$ cat config.mk
export PLATFORM = sky130hd
export DESIGN_NAME = frac_prescaler
export DESIGN_NICKNAME = d
export VERILOG_FILES = /design/src/rtl/frac_prescaler_pkg.sv /design/src/rtl/prescaler_down_counter.sv /design/src/rtl/prescaler_frac_counter.sv /design/src/rtl/prescaler_extend_logic.sv /design/src/rtl/frac_prescaler.sv
export SDC_FILE = /design/constraint.sdc
export NUM_CORES = 1
export LEC_CHECK = 0
export BUFFER_PORTS_ARGS = -buffer_cell sky130_fd_sc_hd__buf_2
export CAP_MARGIN = 20
export CORE_MARGIN = 10
export CORE_UTILIZATION = 30
export CTS_CLUSTER_DIAMETER = 60
export CTS_CLUSTER_SIZE = 30
export DETAILED_ROUTE_END_ITERATION = 12
export GPL_TIMING_DRIVEN = 0
export SLEW_MARGIN = 20
export SYNTH_ARGS = -nofsm -noshare
export SYNTH_HDL_FRONTEND = slang
export SYNTH_SLANG_ARGS = --single-unit
export TNS_END_PERCENT = 30
$ cat constraint.sdc
create_clock -name clk -period 2.55 [get_ports clk]
set_input_delay 0.51 -clock clk [delete_from_list [all_inputs] [get_ports clk]]
set_output_delay 0.51 -clock clk [all_outputs]
set_load 0.02 [all_outputs]
$ cat src/rtl/frac_prescaler_pkg.sv
package frac_prescaler_pkg;
  localparam int unsigned INT_W_DEF  = 13;
  localparam int unsigned FRAC_W_DEF = 15;
endpackage

$ cat src/rtl/prescaler_down_counter.sv
module prescaler_down_counter #(
  parameter int unsigned INT_W = 13
) (
  input  logic             clk,
  input  logic             rst_n,
  input  logic [INT_W-1:0] reload_val,
  input  logic             extend_req,
  output logic [INT_W-1:0] cnt_o,
  output logic             tick_o
);
  logic [INT_W-1:0] cnt_q;
  logic             held_q;
  logic             at_zero;
  logic             stretch;
  logic             fire;

  assign at_zero = (cnt_q == '0);
  assign stretch = at_zero && extend_req && !held_q;
  assign fire    = at_zero && !stretch;

  always_ff @(posedge clk) begin
    if (!rst_n) begin
      cnt_q  <= reload_val;
      held_q <= 1'b0;
    end else if (fire) begin
      cnt_q  <= reload_val;
      held_q <= 1'b0;
    end else if (stretch) begin
      held_q <= 1'b1;
    end else begin
      cnt_q  <= cnt_q - 1'b1;
    end
  end

  assign cnt_o  = cnt_q;
  assign tick_o = fire && rst_n;
endmodule

$ cat src/rtl/prescaler_frac_counter.sv
module prescaler_frac_counter #(
  parameter int unsigned FRAC_W = 15
) (
  input  logic              clk,
  input  logic              rst_n,
  input  logic              advance,
  output logic [FRAC_W-1:0] count_o
);
  logic [FRAC_W-1:0] count_q;

  always_ff @(posedge clk) begin
    if (!rst_n)       count_q <= '0;
    else if (advance) count_q <= count_q + 1'b1;
  end

  assign count_o = count_q;
endmodule

$ cat src/rtl/prescaler_extend_logic.sv
module prescaler_extend_logic #(
  parameter int unsigned FRAC_W = 15
) (
  input  logic [FRAC_W-1:0] frac_count,
  input  logic [FRAC_W-1:0] frac_val,
  output logic              extend_req
);
  // hit[k]: the lowest set bit of frac_count sits at position FRAC_W-1-k
  logic [FRAC_W-1:0] hit;

  for (genvar k = 0; k < FRAC_W; k++) begin : g_sel
    localparam int unsigned P = FRAC_W - 1 - k;
    if (P == 0) begin : g_lsb
      assign hit[k] = frac_count[0];
    end else begin : g_upper
      assign hit[k] = frac_count[P] && (frac_count[P-1:0] == '0);
    end
  end

  assign extend_req = |(hit & frac_val);
endmodule

$ cat src/rtl/frac_prescaler.sv
module frac_prescaler #(
  parameter int unsigned INT_W  = frac_prescaler_pkg::INT_W_DEF,
  parameter int unsigned FRAC_W = frac_prescaler_pkg::FRAC_W_DEF
) (
  input  logic              clk,
  input  logic              rst_n,
  input  logic [INT_W-1:0]  int_reload,
  input  logic [FRAC_W-1:0] frac_val,
  output logic              tick
);
  logic [INT_W-1:0]  down_cnt;
  logic [FRAC_W-1:0] frac_cnt;
  logic              extend_req;
  logic              tick_int;

  prescaler_down_counter #(.INT_W(INT_W)) u_down (
    .clk        (clk),
    .rst_n      (rst_n),
    .reload_val (int_reload),
    .extend_req (extend_req),
    .cnt_o      (down_cnt),
    .tick_o     (tick_int)
  );

  prescaler_frac_counter #(.FRAC_W(FRAC_W)) u_frac (
    .clk     (clk),
    .rst_n   (rst_n),
    .advance (tick_int),
    .count_o (frac_cnt)
  );

  prescaler_extend_logic #(.FRAC_W(FRAC_W)) u_ext (
    .frac_count (frac_cnt),
    .frac_val   (frac_val),
    .extend_req (extend_req)
  );

  assign tick = tick_int;
endmodule

==> flow_metrics.py, run 1 <==
metrics = {
    "worst_setup_path": {
        "reg2reg_to": "u_frac.count_o[13]$_SDFFE_PN0P_",
        "cp.required_ns": 2.04,
        "critPathCaptureType": "primary output",
        "start_kind": "flop",
        "timing.critical_path.to": "tick",
        "critical_path_class": "flop to primary output",
        "r2r-start": "u_down.cnt_o[9]$_DFFE_PP_",
        "r2r_cells": 7,
        "arrival_ns": 2.16,
        "reg2reg_slack_ns": -0.09,
        "cp-startpoint": "u_down.cnt_o[2]$_DFFE_PP_",
        "worstPathMaxFanout": 2,
    },
    "route": {
        "ant_nets": 0,
        "wl_per_cell_um": 15.1,
        "totalWireLength_um": 4840,
        "drtIter0Drc": 90,
        "drc_errors": 0,
        "viasPerCell": 5.21,
        "drt_first_pass_iters": 4,
        "vias": 1671,
    },
    "timing": {
        "period_needed_ns": 2.67,
        "finalSetupViolations": 22,
        "hold_violations": 0,
        "max_freq_mhz": 374,
        "tns_ns": -0.844,
        "fin_ws_ns": -0.124,
        "timing.final.crit_share_pct": 105,
        "skew_ns": 0.0104,
        "tightest_slew_ns": 0.617,
        "slew_headroom_pct": 58.3,
        "slew_violations": 0,
        "rsz0062_at_grt": "yes",
    },
    "cells_and_area": {
        "final_cells": 321,
        "final_cell_mix": "29 x buf_2, 16 x buf_4, 15 x dfxtp_1",
        "layout.nets": 279,
        "area_delta_synth_final_pct": 38.8,
        "antenna_cells": 0,
        "drive_above_1_share_pct": 37.8,
        "fillCellCount": 577,
        "fin_area_um2": 2470,
        "layout_commonest_cell": "buf_2",
    },
    "floorplanning": {
        "num_rows": 28,
        "initial_utilization_pct": 30.5,
        "die-area_um2": 9420,
        "io_pins": 31,
        "die_w_um": 97.1,
        "coreArea_um2": 5850,
        "die_h_um": 97.1,
    },
    "synth": {
        "yosys_warnings": 0,
        "netlist_instances": 191,
        "synth-edff-count": 13,
        "syn_nets": 225,
        "post_synth.cell_area_avg_um2": 9.33,
        "synth_area_um2": 1780,
        "ys_ff_latch": 29,
        "ys_types": 41,
        "seq_area_frac_synth_pct": 39.9,
        "ys_async_sr_fraction_pct": 0,
        "synth-main-ff-cell": "dfxtp_1",
    },
    "min_path": {
        "hold_path_class": "flop to flop",
    },
    "power_and_ir_drop": {
        "combPwrFrac_pct": 14.2,
        "power_density_nw_per_um2": 443,
        "p_clk_share_pct": 35.3,
        "seqPwrFrac_pct": 50.4,
        "fin_total_pwr_w": 0.00110,
        "p_leak_nw": 0.924,
        "swShare_pct": 23.8,
        "switchingPower_w": 0.000261,
        "internal_power_w": 0.000835,
        "vdd_ir_drop_max_uv": 217,
    },
    "placed_design": {
        "portBuffers": 30,
        "dp.cells": 296,
        "gp_congestion": 0.763,
        "dp_hpwl_um": 3190,
        "pre_cts_slack_ns": -0.555,
        "place_area_um2": 2060,
    },
    "clock_network": {
        "cts_root_buffer": "clkbuf_8",
        "clock_latency_ns": 0.28,
        "h-tree-depth": 2,
        "clk_path_buf_depth": 2,
        "cts_hold_buffers": 0,
        "clkTransAtPathRegs_ns": 0.07,
        "cts_inserted_buffers": 5,
        "cts_sinks": 29,
        "cts_tree": "done",
    },
    "global_route": {
        "grt_pass1_vias": 1623,
        "grt_usage_pct": 9.82,
        "grt_start_max_net_pins": 14,
        "grt_pass1_wl_um": 7870,
        "grt_overflow": 0,
        "antenna_found_initial": 0,
    },
    "outcome": {
        "outcome": "complete, but fails checks",
        "violations": "setup timing",
    },
    "job": {
        "cap_viol_max_count": 0,
    },
}
-- through the flow --
stage	util, %	hold WS, ns
global route	42.3	0.528
finish	42.3	0.510
CTS	40.2	0.488
global placement	35.1	0.470
detailed placement	35.1	0.479
floorplan	-	0.452
-- power groups by stage --
stage / Sequential, W / Clock [W] / Combinational, W
floorplan: 0.000552 / 0 / 0.0000716
global placement: 0.000558 / 0 / 0.000104
detailed placement: 0.000559 / 0 / 0.000106
CTS: 0.000550 / 0.000399 / 0.000142
global route: 0.000558 / 0.000419 / 0.000173
finish: 0.000553 / 0.000387 / 0.000156
-- worst max-delay path, cell delays in order (launching register included) --
cell,delay (ns)
edfxtp_1,0.44
nor4_4,0.33
nand3b_1,0.16
or4_4,0.52
clkbuf_16,0.17
nor3_4,0.12
buf_6,0.14
-- routing by layer --
layer / part of all wire [%] / vias to the layer above / global-route usage (%)
met5: 0 / - / 0
met1: 46 / 790 / 12.4
met2: 48 / 45 / 15.7
met3: 5.1 / 4 / 2.28
met4: 1.1 / 0 / 3.75
li1: - / 832 / -
-- cells in the mapped netlist (2+ instances only) --
cell type	instances	share of area, %
o31ai_1	12	5.1
xor2_1	5	2.5
and3_1	2	0.70
dfxtp_1	16	18
or3_1	2	0.70
clkbuf_1	8	1.7
nand2b_1	2	0.70
nor2_1	9	1.9
a31oi_1	4	1.4
nor3b_1	2	0.84
nand3_1	7	2.0
nor4_1	2	0.70
xnor2_1	5	2.5
nand2_1	12	2.5
nor2b_1	2	0.70
inv_1	9	1.9
o21ai_0	6	1.7
nand4_1	5	1.8
nor3_1	4	1.1
mux2i_1	2	1.1
mux2_2	10	6.3
nand3b_1	2	0.84
or4_1	12	5.1
a21oi_1	19	5.3
ha_1	4	2.8
edfxtp_1	13	22
-- cell families (layout without fill, tap and decap cells) --
kind of cell	count (synthesis)	count (layout)	synth area share [%]
xor+xnor	10	10	4.92
compound gates	46	46	17.2
fa+ha+maj	4	4	2.81
flops	29	29	39.9
simple gates	71	72	23.3
buf+inv	19	73	4.42
mux	12	12	7.44
-- repair_timing --
| action | CTS | global route |
|---|---|---|
| gates resized for setup | 32 | 16 |
| endpoints found under the hold margin | 0 | 0 |
| endpoints found under the setup margin | 43 | 38 |
| buffers inserted | 9 | 7 |
| cloned | 0 | 1 |
| pin swaps | 9 | 7 |
-- worst min path at each step --
stage,start,end,slack [ns],cells after the start
3_5_place_dp,u_frac.count_o[14]$_SDFFE_PN0P_,u_frac.count_o[14]$_SDFFE_PN0P_,0.48,2
3_3_place_gp,u_frac.count_o[14]$_SDFFE_PN0P_,u_frac.count_o[14]$_SDFFE_PN0P_,0.47,2
4_1_cts,u_frac.count_o[14]$_SDFFE_PN0P_,u_frac.count_o[14]$_SDFFE_PN0P_,0.49,2
6_report,u_frac.count_o[14]$_SDFFE_PN0P_,u_frac.count_o[14]$_SDFFE_PN0P_,0.51,2
5_1_grt,int_reload[0],u_down.cnt_o[0]$_DFFE_PP_,0.53,2
2_1_floorplan,u_frac.count_o[14]$_SDFFE_PN0P_,u_frac.count_o[14]$_SDFFE_PN0P_,0.45,2
-- cell type report --
type	instances	area, um2	share of cell area (%)
Tap cell	75	93.8	3.80
Multi-Input combinational cell	144	1180	47.6
Timing Repair Buffer	46	277	11.2
Buffer	10	88.8	3.59
Clock buffer	8	90.1	3.64
Sequential cell	29	712	28.8
Inverter	9	33.8	1.37
-- registers in the layout (all words and copies together), names as in the netlist --
register        cells
u_frac.count_o     15
u_down.held_q       1
u_down.cnt_o       13
Power figures use the tool's default switching activity.
==> run 2: changes to the inputs <==
REMOVE_ABC_BUFFERS = 1   (was unset)
==> flow_metrics.py, run 2 (synthesis gave the netlist of run 1 again) <==
metrics = {
    "cells_and_area": {
        "multi_input_area_um2": 1140,
        "fin_util_pct": 41.1,
        "fillCellCount": 579,
        "final_cell_mix": "29 x buf_2, 17 x buf_4, 16 x a21oi_1",
        "largest_register_ffs": 15,
        "ff_latch_area_um2": 716,
        "final_cells": 314,
        "drive_above_1_share_pct": 37.2,
        "antenna_cells": 0,
        "layout.nets": 272,
        "layout_commonest_cell": "buf_2",
        "area_delta_synth_final_pct": 34.8,
    },
    "timing": {
        "fin_hold_ws_ns": 0.488,
        "fin_ws_ns": -0.0885,
        "slew_headroom_pct": 56.7,
        "hold_violations": 0,
        "rsz0062_at_grt": "yes",
        "finalSetupViolations": 16,
        "skew_ns": 0.00945,
        "timing.final.crit_share_pct": 103,
        "period_needed_ns": 2.64,
        "max_freq_mhz": 379,
        "slew_violations": 0,
        "tightest_slew_ns": 0.641,
    },
    "route": {
        "wl_met3_um": 207,
        "top_layer_used": "met4",
        "ant_nets": 0,
        "met2_wirelength_um": 2340,
        "wl_per_cell_um": 14.7,
        "drc_errors": 0,
        "vias": 1636,
        "wl_met1_um": 2040,
        "viasPerCell": 5.21,
        "drtIter0Drc": 87,
        "totalWireLength_um": 4610,
        "drt_first_pass_iters": 4,
    },
    "placed_design": {
        "portBuffers": 30,
        "dp.cells": 286,
        "gp_congestion": 0.773,
        "pre_cts_slack_ns": -0.911,
        "dp_hpwl_um": 2940,
    },
    "clock_network": {
        "cts_hold_buffers": 0,
        "cts_tree": "done",
        "clkTransAtPathRegs_ns": 0.07,
        "h-tree-depth": 2,
        "cts_root_buffer": "clkbuf_8",
        "cts_sinks": 29,
        "clk_path_buf_depth": 2,
        "clock_latency_ns": 0.28,
        "cts_inserted_buffers": 5,
    },
    "min_path": {
        "min_from": "u_frac.count_o[14]$_SDFFE_PN0P_",
        "hold_depth": 2,
        "hold_path_end": "u_frac.count_o[14]$_SDFFE_PN0P_",
        "hold_path_class": "flop to flop",
    },
    "outcome": {
        "violations": "setup timing",
        "outcome": "complete, but fails checks",
    },
    "worst_setup_path": {
        "r2r-start": "u_down.cnt_o[8]$_DFFE_PP_",
        "start_kind": "flop",
        "worstPathMaxFanout": 10,
        "cp.required_ns": 2.58,
        "reg2reg_slack_ns": -0.09,
        "reg2reg_to": "u_down.cnt_o[9]$_DFFE_PP_",
        "arrival_ns": 2.66,
        "critPathCaptureType": "flop",
        "critical_path_class": "flop to flop",
        "r2r_cells": 7,
    },
    "global_route": {
        "grt_pass1_wl_um": 7890,
        "grt_pass1_vias": 1692,
        "grt_overflow": 0,
        "antenna_found_initial": 0,
        "grt_usage_pct": 9.68,
        "grt_start_max_net_pins": 17,
    },
    "floorplanning": {
        "die_h_um": 97.1,
        "die_w_um": 97.1,
        "die-area_um2": 9420,
        "coreArea_um2": 5850,
        "io_pins": 31,
        "initial_utilization_pct": 30.5,
        "num_rows": 28,
    },
    "power_and_ir_drop": {
        "power_density_nw_per_um2": 445,
        "internal_power_w": 0.000809,
        "p_leak_nw": 0.855,
        "swShare_pct": 24.2,
        "vdd_ir_drop_max_uv": 204,
        "fin_total_pwr_w": 0.00107,
        "p_clk_share_pct": 36.3,
        "switchingPower_w": 0.000259,
        "seqPwrFrac_pct": 51.5,
        "combPwrFrac_pct": 12.2,
    },
    "job": {
        "cap_viol_max_count": 0,
    },
}
==> run 2: cell count changes in the layout (fill, tap and decap cells not counted), sizes merged <==
cell | before | now
a32oi | 1 | 2
buf | 50 | 49
clkbuf | 14 | 6
clkinv | 0 | 2
nand2 | 14 | 13
==> run 2: critical path: stages, from the launching register on <==
cell and delay [ns]:
edfxtp_1 0.43, or4_4 0.55, or3_4 0.37, a2111oi_4 0.18
buf_4 0.19, a32oi_4 0.13, nand2_4 0.18, mux2_2 0.35
==> run 2: layout make-up <==
| cell class | count | area share [%] |
|---|---|---|
| Inverter | 9 | 1.51 |
| Tap cell | 75 | 3.91 |
| Timing Repair Buffer | 49 | 13.5 |
| Multi-Input combinational cell | 144 | 47.5 |
| Sequential cell | 29 | 29.8 |
| Clock inverter | 2 | 0.365 |
| Clock buffer | 6 | 3.44 |
==> run 2: what timing repair did <==
item                                    4_1_cts  5_1_grt
cloned                                        1        0
setup buffers                                16        3
resized for setup                            20       11
pin swaps                                    24        7
endpoints found under the setup margin       43       35
==> run 2: worst max path at each step <==
stage	slack, ns	end	start	cells past startpoint
3_3_place_gp	-0.92	u_down.cnt_o[9]$_DFFE_PP_	u_frac.count_o[0]$_SDFFE_PN0P_	7
3_5_place_dp	-0.91	u_down.cnt_o[8]$_DFFE_PP_	u_frac.count_o[0]$_SDFFE_PN0P_	7
4_1_cts	-0.09	u_down.cnt_o[9]$_DFFE_PP_	u_down.cnt_o[10]$_DFFE_PP_	7
6_report	-0.09	u_down.cnt_o[9]$_DFFE_PP_	u_down.cnt_o[8]$_DFFE_PP_	7
2_1_floorplan	-0.28	u_down.cnt_o[0]$_DFFE_PP_	u_down.cnt_o[10]$_DFFE_PP_	6
5_1_grt	-0.15	u_frac.count_o[7]$_SDFFE_PN0P_	u_down.cnt_o[8]$_DFFE_PP_	8
==> run 2: power groups by stage <==
stage	Combinational, W	Clock (W)	Sequential (W)
after floorplan	0.0000680	0	0.000552
after global placement	0.000102	0	0.000558
after detailed placement	0.000104	0	0.000559
after CTS	0.000119	0.000398	0.000552
after global routing	0.000147	0.000416	0.000553
final	0.000130	0.000388	0.000550
==> run 2: metal layers <==
metal  vias to the layer above  global-route usage, %
li1                        823                      -
met1                       781                   11.6
met2                        30                   16.0
met3                         2                   2.70
met4                         0                   3.52
met5                         -                      0
==> run 2: per-stage QoR <==
stage	setup TNS [ns]	cell area (um2)
detailed placement	-25.50	1980
floorplan	-5.52	1740
global route	-2.97	2400
CTS	-1.12	2330
global placement	-24.90	1980
finish	-1.08	2400
